## config.mk

```make
export PLATFORM = sky130hd
export DESIGN_NAME = trig_window_integrator
export DESIGN_NICKNAME = d
export VERILOG_FILES = /design/src/rtl/twi_pkg.sv /design/src/rtl/twi_ctrl.sv /design/src/rtl/twi_datapath.sv /design/src/rtl/trig_window_integrator.sv
export SDC_FILE = /design/constraint.sdc
export NUM_CORES = 1
export LEC_CHECK = 0
export BUFFER_PORTS_ARGS = -buffer_cell sky130_fd_sc_hd__buf_2
export CAP_MARGIN = 20
export CORE_MARGIN = 4
export CORE_UTILIZATION = 55
export DETAILED_ROUTE_END_ITERATION = 6
export PLACE_DENSITY = 0.82
export SYNTH_ARGS = -nofsm -noshare
export SYNTH_HDL_FRONTEND = slang
export SYNTH_SLANG_ARGS = --single-unit
```

## constraint.sdc

```tcl
create_clock -name clk -period 4.4 [get_ports clk]
set_clock_uncertainty 0.1 [all_clocks]
set_input_delay 0.88 -clock clk [delete_from_list [all_inputs] [get_ports clk]]
set_output_delay 0.88 -clock clk [all_outputs]
set_load 0.01 [all_outputs]
```

## src/rtl/twi_pkg.sv

```systemverilog
package twi_pkg;
  localparam int CNTW = 5;
  localparam int CYCW = 3;

  typedef enum logic [1:0] {
    TM_BYPASS = 2'b00,
    TM_FALL   = 2'b01,
    TM_RISE   = 2'b10,
    TM_ALWAYS = 2'b11
  } trig_mode_e;

  typedef struct packed {
    logic first;   // sample starts a new sum
    logic accum;   // sample enters the sum
    logic emit;    // sample completes the sum
    logic bypass;  // sample passes straight through
  } twi_strobe_t;
endpackage

```

## src/rtl/twi_ctrl.sv

```systemverilog
module twi_ctrl
  import twi_pkg::*;
#(
  parameter int TRIGS = 4,
  localparam int SELW = (TRIGS > 1) ? $clog2(TRIGS) : 1
) (
  input  logic             clk,
  input  logic             rstN,
  input  logic [TRIGS-1:0] trigVec,
  input  logic [SELW-1:0]  trigSel,
  input  trig_mode_e       mode,
  input  logic             extWindow,
  input  logic [CNTW-1:0]  discardNum,
  input  logic [CNTW-1:0]  integNum,
  input  logic [CYCW-1:0]  repeatNum,
  input  logic             resValid,
  output twi_strobe_t      stb,
  output logic             enable,
  output logic [CNTW-1:0]  valCount,
  output logic [CYCW-1:0]  cycCount
);
  logic [1:0]      syncQ;
  logic            trigPrev;
  logic [CNTW-1:0] discLeft;
  logic            rise, fall, startEv, stopEv, permanent;
  logic            closeExt, take, summing, lastVal, stopInt;

  always_comb begin
    rise      = syncQ[1] & ~trigPrev;
    fall      = ~syncQ[1] & trigPrev;
    startEv   = ((mode == TM_RISE) & rise) | ((mode == TM_FALL) & fall);
    stopEv    = ((mode == TM_RISE) & fall) | ((mode == TM_FALL) & rise);
    permanent = (mode == TM_ALWAYS);
    closeExt  = enable & ~permanent & extWindow & stopEv;
    take      = enable & resValid & ~closeExt & (mode != TM_BYPASS);
    summing   = take & (discLeft == '0);
    lastVal   = summing & (valCount == integNum);
    stopInt   = lastVal & ~permanent & ~extWindow & (cycCount == repeatNum);
    stb.bypass = (mode == TM_BYPASS) & resValid;
    stb.first  = summing & (valCount == '0);
    stb.accum  = summing;
    stb.emit   = lastVal;
  end

  always_ff @(posedge clk) begin
    if (!rstN) begin
      syncQ    <= '0;
      trigPrev <= 1'b0;
      enable   <= 1'b0;
      discLeft <= '0;
      valCount <= '0;
      cycCount <= '0;
    end else begin
      syncQ    <= {syncQ[0], trigVec[trigSel]};
      trigPrev <= syncQ[1];
      if (mode == TM_BYPASS) begin
        enable   <= 1'b0;
        discLeft <= '0;
        valCount <= '0;
        cycCount <= '0;
      end else if (!enable) begin
        if (permanent | startEv) begin
          enable   <= 1'b1;
          discLeft <= discardNum;
          valCount <= '0;
          cycCount <= '0;
        end
      end else if (closeExt) begin
        enable   <= 1'b0;
        valCount <= '0;
      end else if (take) begin
        if (discLeft != '0) begin
          discLeft <= CNTW'(discLeft - 1'b1);
        end else if (lastVal) begin
          valCount <= '0;
          if (stopInt) enable <= 1'b0;
          cycCount <= permanent ? '0 : CYCW'(cycCount + 1'b1);
        end else begin
          valCount <= CNTW'(valCount + 1'b1);
        end
      end
    end
  end

  // a start edge on a closed window opens it with cleared counters
  a_r3_start_opens: assert property (@(posedge clk) disable iff (!rstN)
    (!enable && startEv) |=> (enable && valCount == '0 && cycCount == '0));

  // the last counted sum closes the window
  a_r6_internal_stop: assert property (@(posedge clk) disable iff (!rstN)
    (lastVal && !extWindow && (mode == TM_RISE || mode == TM_FALL)
     && cycCount == repeatNum) |=> !enable);

  // permanent mode keeps the window open
  a_r8_always_open: assert property (@(posedge clk) disable iff (!rstN)
    (mode == TM_ALWAYS) |=> enable);

  // pass-through keeps window and counters idle
  a_r2_bypass_idle: assert property (@(posedge clk) disable iff (!rstN)
    (mode == TM_BYPASS) |=> (!enable && valCount == '0 && cycCount == '0));

  // completing a sum restarts the value count
  a_r5_count_restart: assert property (@(posedge clk) disable iff (!rstN)
    stb.emit |=> (valCount == '0));

  // nothing is summed during the discard phase
  a_r4_discard_blocks: assert property (@(posedge clk) disable iff (!rstN)
    (discLeft != '0) |-> !stb.accum);
endmodule

```

## src/rtl/twi_datapath.sv

```systemverilog
module twi_datapath
  import twi_pkg::*;
#(
  parameter int DW = 16,
  localparam int AW = DW + CNTW
) (
  input  logic          clk,
  input  logic          rstN,
  input  twi_strobe_t   stb,
  input  logic [DW-1:0] resData,
  output logic          outValid,
  output logic [AW-1:0] outData
);
  logic [AW-1:0] acc, sampleExt, sum;

  always_comb begin
    sampleExt = {{(AW-DW){resData[DW-1]}}, resData};
    sum       = stb.first ? sampleExt : AW'(acc + sampleExt);
  end

  always_ff @(posedge clk) begin
    if (!rstN) begin
      acc      <= '0;
      outValid <= 1'b0;
      outData  <= '0;
    end else begin
      if (stb.accum) acc <= sum;
      outValid <= stb.emit | stb.bypass;
      if (stb.emit)        outData <= sum;
      else if (stb.bypass) outData <= sampleExt;
    end
  end

  // a passed-through sample keeps its sign
  a_r2_bypass_sign: assert property (@(posedge clk) disable iff (!rstN)
    stb.bypass |=> (outValid && outData[AW-1] == $past(resData[DW-1])));

  // an emitted sum is always flagged valid
  a_r5_emit_valid: assert property (@(posedge clk) disable iff (!rstN)
    stb.emit |=> outValid);
endmodule

```

## src/rtl/trig_window_integrator.sv

```systemverilog
module trig_window_integrator
  import twi_pkg::*;
#(
  parameter int TRIGS = 4,
  parameter int DW    = 16,
  localparam int SELW = (TRIGS > 1) ? $clog2(TRIGS) : 1,
  localparam int AW   = DW + CNTW
) (
  input  logic             clk,
  input  logic             rstN,
  input  logic [TRIGS-1:0] trigVec,
  input  logic [SELW-1:0]  trigSel,
  input  logic [1:0]       trigMode,
  input  logic             extWindow,
  input  logic [CNTW-1:0]  discardNum,
  input  logic [CNTW-1:0]  integNum,
  input  logic [CYCW-1:0]  repeatNum,
  input  logic             resValid,
  input  logic [DW-1:0]    resData,
  output logic             intValid,
  output logic [AW-1:0]    intData,
  output logic             intEnable,
  output logic [CNTW-1:0]  valCount,
  output logic [CYCW-1:0]  cycCount
);
  twi_strobe_t stb;
  trig_mode_e  mode;

  assign mode = trig_mode_e'(trigMode);

  twi_ctrl #(.TRIGS(TRIGS)) uCtrl (
    .clk(clk), .rstN(rstN), .trigVec(trigVec), .trigSel(trigSel),
    .mode(mode), .extWindow(extWindow), .discardNum(discardNum),
    .integNum(integNum), .repeatNum(repeatNum), .resValid(resValid),
    .stb(stb), .enable(intEnable), .valCount(valCount), .cycCount(cycCount)
  );

  twi_datapath #(.DW(DW)) uData (
    .clk(clk), .rstN(rstN), .stb(stb), .resData(resData),
    .outValid(intValid), .outData(intData)
  );
endmodule

```

==> results by stage <==
Setup path:
- Traced cell by cell, the critical path runs through buf_2 -> ha_1 -> fa_1 -> a21o_1 -> a221o_1 -> a22oi_1 -> o21ai_1 -> a311oi_1 -> nor2_1 -> o311ai_1.
- The setup path with the least slack is of type primary input to flop.
- The startpoint class of the critical path is a primary input.
- The family with the most delay on the worst path is compound AO/OA/AOI/OAI gates.
- The arrival time reported for the critical path endpoint is roughly 3.6 ns.
- The required time of the critical path is 4.56 ns.
- The endpoint identified for the worst register-to-register timing path is uData.outData[18].
- The worst setup slack for register-to-register paths is 1.15 ns.
- The number of buffers and inverters on the critical path is 1.
- The type of element capturing the critical path is a flop.
- For the worst flop-to-flop path, the logic depth is 6.
- For this design, the slowest cell found on the critical path is sky130_fd_sc_hd__fa_1.
- The maximum fanout along the worst path is 4.
- The source of the worst register-to-register timing path is uCtrl.enable.
- The largest single stage delay on the critical path is around 0.42 ns.

Detailed routing:
- The number of iterations in the first detailed-routing pass is 7.
- Summed over all layers, the routed wires come to about 12000 um.
- The total via count in the routed design is 4180.
- Dividing the detail-routed via count by the number of cells gives 6.33.
- After detailed routing, the number of remaining DRC violations is 0.
- The routed wirelength normalized by instance count is ~17 um.
- In this run, the number of DRC markers left after iteration 0 of detailed routing was 266.
- The post-detailed-route count of antenna-violating nets is 0.

Layout:
- Cells with a size suffix above 1 make up 18.4% of the layout.
- Compared with the post-synthesis result, the final layout area differs by 16.1%.
- In the final design database the tool counted around 630 nets.
- The antenna diode count is 0.

Timing:
- On the final layout, the worst hold slack is ~0.34 ns.
- In the finished design, the share of the clock period the worst path needs comes to 77.9%.
- The number of pins exceeding their max-slew limit in the final report is 0.
- The setup-violating endpoint count in the final report is 0.
- The aggregate negative setup slack is 0 ns.
- The top achievable clock speed is between 0.2 and 0.3 GHz.
- Setup repair after global routing left no endpoint under its margin.
- The worst pin sits at a relative slew slack of 30.6%.
- The post-layout minimum cycle time is 3.43 ns.
- The final number of hold-violating endpoints was 0.
- The transition time at the pin with the least slew margin is 1.03 ns.

Placement:
- The number of input and output port buffers inserted is 71.
- The HPWL after detailed placement is between 8000 and 9000 um.
- The placer congestion estimate is between 0.8 and 0.9.

Clock tree:
- The tree is rooted in a sky130_fd_sc_hd__clkbuf_8.
- TritonCTS built the clock tree.
- After clock tree synthesis, the clock-pin slew on the worst setup and hold paths is about 0.07 ns.
- The number of cells upsized or downsized after cts is 0.
- The buffer count from post-CTS setup fixing is 0.
- The number of buffers on the longest clock path is 2.
- The clock latency on the worst-skew pair is 0.36 ns.
- The clock drives 60 sinks.
- The number of H-tree levels is 3.
- In this run, CTS created clock tree buffers numbering 9.
- The count of hold-fix buffers inserted at cts is 0.

Power and ir drop:
- The switching power as a share of total power is 28.8%.
- The switching power is 407 uW.
- The ratio of total power to cell area is slightly above 300 nW/um2.
- The internal power of the cells totals about 1 mW.
- The clock network is responsible for approximately two fifths of the overall power.
- The static power due to leakage is 2.17 nW.
- In this run, the combinational gates consume a little under a fifth of the power.
- The share of power burned in registers is around two fifths.
- IR analysis of the VDD net gives a maximum drop of around 0.00018 V.

Worst hold path:
- The tightest min-delay check is of the flop to flop type.
- The path with the worst hold slack has its endpoint at uCtrl.syncQ[1].
- Along the worst hold path, the cell count comes to 1.
- The beginning of the worst hold path is uCtrl.syncQ[0].

Floorplan:
- The number of primary I/O pins is just over 70.
- The initial core utilization is between 50% and 60%.
- The height of the chip is 93.3 um.
- The floorplan core area is about 6900 um2.
- The die area is 8710 um2.
- The total number of placement rows is 30.
- The horizontal die dimension is roughly 93 um.

Logic synthesis:
- The number of nets in the synthesized netlist is approximately 560.
- The number of flops mapped to enable cells by yosys is 0.
- After synthesis, the mean cell area works out to a little over 8 um2.
- Summing every instance area after synthesis gives 4000 um2.
- The flip-flop and latch count after synthesis is 60.
- The Yosys step of the flow raised 0 warnings.
- Of the synthesized area, sequential elements account for between 30% and 40%.
- The synthesized instance count is slightly below 500.
- The number of distinct library cell variants in the gate-level netlist after synthesis is 62.
- The leading register cell type out of synthesis is sky130_fd_sc_hd__dfxtp_1.
- The share of async-settable or async-resettable flops after synthesis is 0%.

Global route:
- The global-route wire length before repair is ~19000 um.
- The number of global-route vias before repair is roughly 4000.
- The total track usage is between 20 and 30%.
- The sum of overflow across all layers after global routing is 0.
- The initial antenna violation count was 0.
- Entering global routing, the biggest net connects 34 pins.

Status:
- The run finished with clean final reports.

Flow run:
- Across the run, the number of max-cap violations was 0.
## layout by cell type (no fill, tap or decap), types with 8 or more instances in the layout
cell and n:
sky130_fd_sc_hd__a21o_1 16, sky130_fd_sc_hd__a21oi_1 38, sky130_fd_sc_hd__and3_1 8, sky130_fd_sc_hd__buf_2 71
sky130_fd_sc_hd__clkbuf_8 10, sky130_fd_sc_hd__dfxtp_1 60, sky130_fd_sc_hd__ha_1 25, sky130_fd_sc_hd__inv_1 9
sky130_fd_sc_hd__nand2_1 43, sky130_fd_sc_hd__nand3_1 30, sky130_fd_sc_hd__nor2_1 42, sky130_fd_sc_hd__nor2b_1 9
sky130_fd_sc_hd__nor3_1 12, sky130_fd_sc_hd__o211a_1 11, sky130_fd_sc_hd__o21ai_0 26, sky130_fd_sc_hd__xnor2_1 17
sky130_fd_sc_hd__xor2_1 8
## how the worst max path moves through the flow
stage / slack [ns] / cells past startpoint / startpoint / end
6_report: 0.97 / 10 / resData[0] / uData.acc[18]
4_1_cts: 1.04 / 10 / resData[0] / uData.acc[18]
3_3_place_gp: 0.80 / 10 / resData[0] / uData.acc[18]
2_1_floorplan: 1.21 / 9 / resData[0] / uData.acc[18]
3_5_place_dp: 0.72 / 10 / resData[0] / uData.acc[18]
5_1_grt: 0.87 / 10 / resData[0] / uData.outData[18]
## kinds of logic (layout without fill, tap and decap cells)
logic type | Yosys count | in the layout | synth area share (%)
and+or+nand+nor | 184 | 184 | 23.8
adders and majority gates | 26 | 26 | 8.32
DFF | 60 | 60 | 30.0
buffers and inverters | 34 | 103 | 3.25
muxes | 7 | 7 | 2.13
xor gates and xnor gates | 25 | 25 | 5.47
AOI/OAI and AO/OA | 159 | 159 | 27.0
## routing by layer
layer  routed length [um]  global-route usage (%)
met1                 4950                    35.2
met2                 5400                    44.2
met3                  875                    4.67
met4                  302                    12.5
met5                    0                       0
## flip-flops by register name (all words and copies together) (netlist names)
name and flops:
uData.outData 21, uCtrl.enable 1, uData.acc 21, uCtrl.valCount 5, uCtrl.discLeft 5, uCtrl.cycCount 3, uCtrl.trigPrev 1, uData.outValid 1
uCtrl.syncQ 2
## synth_stat cells, types with 4 or more instances
cell,instances,area share [%]
sky130_fd_sc_hd__o211a_1,11,2.8
sky130_fd_sc_hd__nand2_1,43,4.0
sky130_fd_sc_hd__nand2b_1,5,0.78
sky130_fd_sc_hd__xnor2_1,17,3.7
sky130_fd_sc_hd__or4_1,4,0.75
sky130_fd_sc_hd__o21ai_0,26,3.3
sky130_fd_sc_hd__dfxtp_1,60,30
sky130_fd_sc_hd__a21oi_1,38,4.8
sky130_fd_sc_hd__xor2_1,8,1.8
sky130_fd_sc_hd__nor3_1,12,1.5
sky130_fd_sc_hd__o221ai_1,7,1.5
sky130_fd_sc_hd__nand4_1,6,0.94
sky130_fd_sc_hd__o21a_1,7,1.3
sky130_fd_sc_hd__mux2i_1,4,1.0
sky130_fd_sc_hd__o21ai_1,7,0.88
sky130_fd_sc_hd__a221oi_1,4,0.88
sky130_fd_sc_hd__nor2_1,42,3.9
sky130_fd_sc_hd__nor2b_1,9,1.4
sky130_fd_sc_hd__and3_1,8,1.3
sky130_fd_sc_hd__a22oi_1,5,0.94
sky130_fd_sc_hd__ha_1,25,7.8
sky130_fd_sc_hd__clkbuf_1,22,2.1
sky130_fd_sc_hd__a21o_1,16,3.0
sky130_fd_sc_hd__and2_1,7,1.1
sky130_fd_sc_hd__inv_1,9,0.84
sky130_fd_sc_hd__a211oi_1,4,0.75
sky130_fd_sc_hd__nand3_1,30,3.8
## final cells by class
type | count | area (um2)
clock buffer | 11 | 141
clock inverter | 5 | 75.1
fill | 576 | 2300
inverter | 10 | 37.5
multi-input combinational | 401 | 2670
sequential | 60 | 1200
tap | 96 | 120
timing repair buffer | 77 | 400
## stage by stage
step           util, %  worst slack (ns)  instance area (um2)  power, mW  instances
2_1_floorplan        -              1.21                 4000      0.768        495
3_3_place_gp      63.8             0.801                 4430      0.840        644
3_5_place_dp      63.8             0.720                 4430      0.850        644
4_1_cts           66.9              1.04                 4650       1.41        660
5_1_grt           66.9             0.869                 4650       1.47        660
6_report          66.9             0.974                 4650       1.41        660
## power by group through the flow
stage | registers (mW) | logic, mW | clock network [mW]
floorplan | 0.593 | 0.175 | 0
global placement | 0.593 | 0.248 | 0
detailed placement | 0.594 | 0.256 | 0
CTS | 0.582 | 0.259 | 0.571
global route | 0.584 | 0.290 | 0.595
finish | 0.582 | 0.263 | 0.566
Power figures use the tool's default switching activity.
